$ cat config.mk
export PLATFORM = sky130hd
export DESIGN_NAME = status_byte_srq
export DESIGN_NICKNAME = d
export VERILOG_FILES = /design/src/rtl/stb_pkg.sv /design/src/rtl/stb_assemble.sv /design/src/rtl/stb_enable_reg.sv /design/src/rtl/stb_rqs_fsm.sv /design/src/rtl/status_byte_srq.sv
export SDC_FILE = /design/constraint.sdc
export NUM_CORES = 1
export LEC_CHECK = 0
export ABC_AREA = 1
export BUFFER_PORTS_ARGS = -buffer_cell sky130_fd_sc_hd__buf_2
export CORE_MARGIN = 2
export CORE_UTILIZATION = 38
export CTS_CLUSTER_SIZE = 20
export DETAILED_ROUTE_END_ITERATION = 8
export MAX_ROUTING_LAYER = met4
export PLACE_DENSITY = 0.92
export SLEW_MARGIN = 10
export SYNTH_ARGS = -nofsm -noshare
export SYNTH_HDL_FRONTEND = slang
export SYNTH_SLANG_ARGS = --single-unit
$ cat constraint.sdc
create_clock -name clk -period 1.2 [get_ports clk]
set_input_delay 0.12 -clock clk [delete_from_list [all_inputs] [get_ports clk]]
set_output_delay 0.12 -clock clk [all_outputs]
set_load 0.01 [all_outputs]
$ cat src/rtl/stb_pkg.sv
package stb_pkg;
    localparam int STB_W    = 8;
    localparam int BIT_INST = 1;
    localparam int BIT_CPL  = 2;
    localparam int BIT_HW   = 3;
    localparam int BIT_MAV  = 4;
    localparam int BIT_ESB  = 5;
    localparam int BIT_RQS  = 6;
    localparam int BIT_ERRQ = 7;
    // enable bits that may take part in the master summary
    localparam logic [STB_W-1:0] EN_MASK = ~(STB_W'(1) << BIT_RQS);

    typedef enum logic [0:0] {
        RQS_IDLE    = 1'b0,
        RQS_PENDING = 1'b1
    } rqs_state_e;
endpackage

$ cat src/rtl/stb_assemble.sv
module stb_assemble
    import stb_pkg::*;
(
    input  logic             inst_i,
    input  logic             cpl_i,
    input  logic             hw_i,
    input  logic             mav_i,
    input  logic             esb_i,
    input  logic             errq_i,
    output logic [STB_W-1:0] sum_byte_o
);
    always_comb begin
        sum_byte_o           = '0;
        sum_byte_o[BIT_INST] = inst_i;
        sum_byte_o[BIT_CPL]  = cpl_i;
        sum_byte_o[BIT_HW]   = hw_i;
        sum_byte_o[BIT_MAV]  = mav_i;
        sum_byte_o[BIT_ESB]  = esb_i;
        sum_byte_o[BIT_ERRQ] = errq_i;
    end
endmodule

$ cat src/rtl/stb_enable_reg.sv
module stb_enable_reg
    import stb_pkg::*;
(
    input  logic             clk,
    input  logic             rst_n,
    input  logic             wr_i,
    input  logic [STB_W-1:0] wdata_i,
    output logic [STB_W-1:0] en_o
);
    always_ff @(posedge clk) begin
        if (!rst_n) begin
            en_o <= '0;
        end else if (wr_i) begin
            en_o <= wdata_i & EN_MASK;
        end
    end
endmodule

$ cat src/rtl/stb_rqs_fsm.sv
module stb_rqs_fsm
    import stb_pkg::*;
(
    input  logic clk,
    input  logic rst_n,
    input  logic mss_i,
    input  logic poll_i,
    output logic rqs_o
);
    rqs_state_e state_q, state_d;
    logic       mss_q;
    logic       mss_rise;

    assign mss_rise = mss_i & ~mss_q;

    // state register and edge-detect history
    always_ff @(posedge clk) begin
        if (!rst_n) begin
            state_q <= RQS_IDLE;
            mss_q   <= 1'b0;
        end else begin
            state_q <= state_d;
            mss_q   <= mss_i;
        end
    end

    always_comb begin
        state_d = state_q;
        unique case (state_q)
            RQS_IDLE: begin
                if (mss_rise) state_d = RQS_PENDING;
            end
            RQS_PENDING: begin
                if (poll_i && !mss_rise) state_d = RQS_IDLE;
            end
            default: state_d = RQS_IDLE;
        endcase
    end

    // output decode
    always_comb begin
        rqs_o = (state_q == RQS_PENDING);
    end
endmodule

$ cat src/rtl/status_byte_srq.sv
module status_byte_srq
    import stb_pkg::*;
(
    input  logic             clk,
    input  logic             rst_n,
    input  logic             inst_sum_i,
    input  logic             cpl_sum_i,
    input  logic             hw_sum_i,
    input  logic             mav_i,
    input  logic             esb_i,
    input  logic             errq_i,
    input  logic             en_wr_i,
    input  logic [STB_W-1:0] en_wdata_i,
    output logic [STB_W-1:0] en_rdata_o,
    output logic [STB_W-1:0] query_o,
    input  logic             poll_i,
    output logic [STB_W-1:0] poll_data_o,
    output logic             mss_o,
    output logic             rqs_o,
    output logic             srq_o
);
    logic [STB_W-1:0] sum_byte;
    logic [STB_W-1:0] en_q;

    stb_assemble u_asm (
        .inst_i     (inst_sum_i),
        .cpl_i      (cpl_sum_i),
        .hw_i       (hw_sum_i),
        .mav_i      (mav_i),
        .esb_i      (esb_i),
        .errq_i     (errq_i),
        .sum_byte_o (sum_byte)
    );

    stb_enable_reg u_en (
        .clk     (clk),
        .rst_n   (rst_n),
        .wr_i    (en_wr_i),
        .wdata_i (en_wdata_i),
        .en_o    (en_q)
    );

    assign mss_o = |(sum_byte & en_q & EN_MASK);

    stb_rqs_fsm u_fsm (
        .clk    (clk),
        .rst_n  (rst_n),
        .mss_i  (mss_o),
        .poll_i (poll_i),
        .rqs_o  (rqs_o)
    );

    always_comb begin
        en_rdata_o           = en_q;
        srq_o                = rqs_o;
        query_o              = sum_byte;
        query_o[BIT_RQS]     = mss_o;
        poll_data_o          = sum_byte;
        poll_data_o[BIT_RQS] = rqs_o;
    end
endmodule

==> results.sh <==
export IMPL_outcome="completed"
export IMPL_initialDrtViolationCount=4
export IMPL_min_from="en_wdata_i[2]"
export IMPL_grt_pass1_vias=303
export IMPL_worst_path_max_fanout=3
export IMPL_coreArea_mm2=0.00127
export IMPL_synth_edff_count=0
export IMPL_multi_input_area_um2=179
export IMPL_final_area_um2=631
export IMPL_yosysTopAreaCell="dfxtp_1"
export IMPL_ctsResizeCount=0
export IMPL_vias_per_cell=4.36
export IMPL_worstPathRequired_ps=1080
export IMPL_gp_congestion=0.582
export IMPL_worstHoldPathType="in2reg"
export IMPL_yosysTopAreaCellShare_pct=35.8
export IMPL_cts_root_buf="clkbuf_4"
export IMPL_postSynthAreaPerCell_um2=7.40
export IMPL_grt_max_degree=11
export IMPL_placed_area_um2=587
export IMPL_synth_cell_types=13
export IMPL_synthMostInstantiatedCell="buf_4"
export IMPL_grt_overflow_total=0
export IMPL_path_clk_slew_ps=60
export IMPL_postCtsHoldBufs=0
export IMPL_clockBufferDepth=2
export IMPL_portBuffers=40
export IMPL_instances_no_fill=110
export IMPL_regArea_um2=183
export IMPL_yosysWarnings=0
export IMPL_wl_per_cell_um=8.94
export IMPL_synth_seq_cells=9
export IMPL_drive_gt1_share_pct=53.7
export IMPL_fmax_mhz=867
export IMPL_report_final_slew_viol_count=0
export IMPL_critPathSlowestCell="dfxtp_2"
export IMPL_endpoint_kind="output pin"
export IMPL_initial_core_util_pct=39.6
export IMPL_synthTopCellsByCount="buf_4 (19), nor2_1 (14), dfxtp_1 (9), nand2_1 (9), o21ai_0 (7)"
export IMPL_via_count=480
export IMPL_die_y_um=40.4
export IMPL_design_die_area_mm2=0.00163
export IMPL_ant_nets=0
export IMPL_area_growth_pct=25.4
export IMPL_synthesis_instances=68
export IMPL_ctsHtreeMaxLevel=1
export IMPL_cp_start_kind="register"
export IMPL_cp_arrival_ps=1030
export IMPL_cpMostUsedCell="nand2_1"
export IMPL_cts_tree="done"
export IMPL_reg2reg_to="u_fsm.rqs_o"
export IMPL_fillCellCount=134
export IMPL_setup_viol=0
export IMPL_netlist_area_um2=503
export IMPL_fp_dieW_um=40.4
export IMPL_cts_inserted_buffers=3
export IMPL_p_per_area_mw_per_mm2=1210
export IMPL_peakVddDrop_mv=0.425
export IMPL_holdPathStages=3
export IMPL_yosysSeqAreaShare_pct=35.8
export IMPL_ys_flop_type="dfxtp_1"
export IMPL_timing_hold_worst_endpoint="u_en.en_o[2]"
export IMPL_nets=114
export IMPL_wirelength_um=983
export IMPL_antennaDiodeCount=0
export IMPL_drc_errors=0
export IMPL_rsz0062_at_grt="true"
export IMPL_async_flop_share_pct=0
export IMPL_cts_setup_buffers=0
export IMPL_clock_skew_ps=4.59
export IMPL_finalSetupTns_ps=0
export IMPL_critPathKind="reg2out"
export IMPL_reg2regPathDepth=6
export IMPL_hold_viol_final=0
export IMPL_ff2ff_setup_slack_ps=340
export IMPL_antenna_found_initial=0
export IMPL_place_inst=106
export IMPL_num_rows=13
export IMPL_rr_startpoint="u_en.en_o[7]"
export IMPL_min_period_ps=1150
export IMPL_worstPathCellList="nand2_1, nand2_1, nor2_2, nand2_2, buf_6"
export IMPL_max_stage_delay_ps=330
export IMPL_firstDrtPassIters=4
export IMPL_synthTopCellsByArea="dfxtp_1 (36%), buf_4 (28%), nor2_1 (10%)"
export IMPL_grt_pass1_wl_mm=1.17
export IMPL_clock_latency_ps=250
export IMPL_fin_ws_ps=46.7
export IMPL_finalCritPeriodShare_pct=96.1
export IMPL_p_leak_nw=0.362
export IMPL_io_pins=45
export IMPL_clock_sinks=9
export IMPL_maxCapViolations=0
export IMPL_dp_worst_setup_slack_ps=328
export IMPL_globalRouteTotalUtil_pct=11.5
final cells by class:
class / instances / area share [%]
Sequential cell: 9 / 29.0
Clock buffer: 4 / 4.17
Multi-Input combinational cell: 39 / 28.4
Inverter: 3 / 1.79
Tap cell: 15 / 2.98
Timing Repair Buffer: 40 / 33.7
flip-flops by register name, indices dropped and copies added, names as in the netlist:
signal / cells
u_en.en_o: 7
u_fsm.mss_q: 1
u_fsm.rqs_o: 1
per-stage QoR:
stage	hold slack, ps	total power [mW]	util (%)
2_1_floorplan	255	0.488	-
3_3_place_gp	342	0.523	46.3
3_5_place_dp	348	0.527	46.3
4_1_cts	81.2	0.757	48.3
5_1_grt	86.4	0.815	49.7
6_report	86.2	0.761	49.7
per-layer routing:
layer | wire, µm | global-route usage (%) | up-vias
li1 | - | - | 242
met1 | 411 | 13.0 | 210
met2 | 464 | 17.5 | 28
met3 | 107 | 6.67 | 0
met4 | 0 | 2.50 | 0
met5 | 0 | - | -
worst max-delay path: cells and delay by family, from the launching register on:
kind / cells / cell delay [ps]
AND/OR/NAND/NOR: 4 / 340
flip-flops: 1 / 330
buffers and inverters: 1 / 130
layout by cell type, fill, tap and decap left out, types with 3 or more instances in the layout:
master    instances
buf_2            38
nor2_1           14
nand2_1           8
o21ai_0           7
dfxtp_1           7
nand2_2           3
conb_1            3
clkbuf_4          3
cells by family after synthesis:
group	share of synthesized area, %
AO/OA/AOI/OAI	8.46
flip-flops	35.8
AND/OR/NAND/NOR	24.4
buffers and inverters	30.6
other	0.746
how the worst max path moves through the flow:
stage | cells after the start | endpoint | slack [ps] | from
after CTS | 5 | query_o[6] | 40 | u_en.en_o[4]
after detailed placement | 5 | query_o[6] | 330 | u_en.en_o[4]
after global routing | 5 | mss_o | -20 | u_en.en_o[7]
after floorplan | 5 | query_o[6] | 280 | u_en.en_o[4]
final | 5 | mss_o | 50 | u_en.en_o[7]
after global placement | 5 | query_o[6] | 330 | u_en.en_o[4]
report_power, final:
part	switching (mW)	internal (mW)	leakage (nW)
registers	0.0142	0.324	0.0755
clock network	0.0979	0.128	0.0150
logic	0.105	0.0910	0.271
Power figures use the tool's default switching activity.
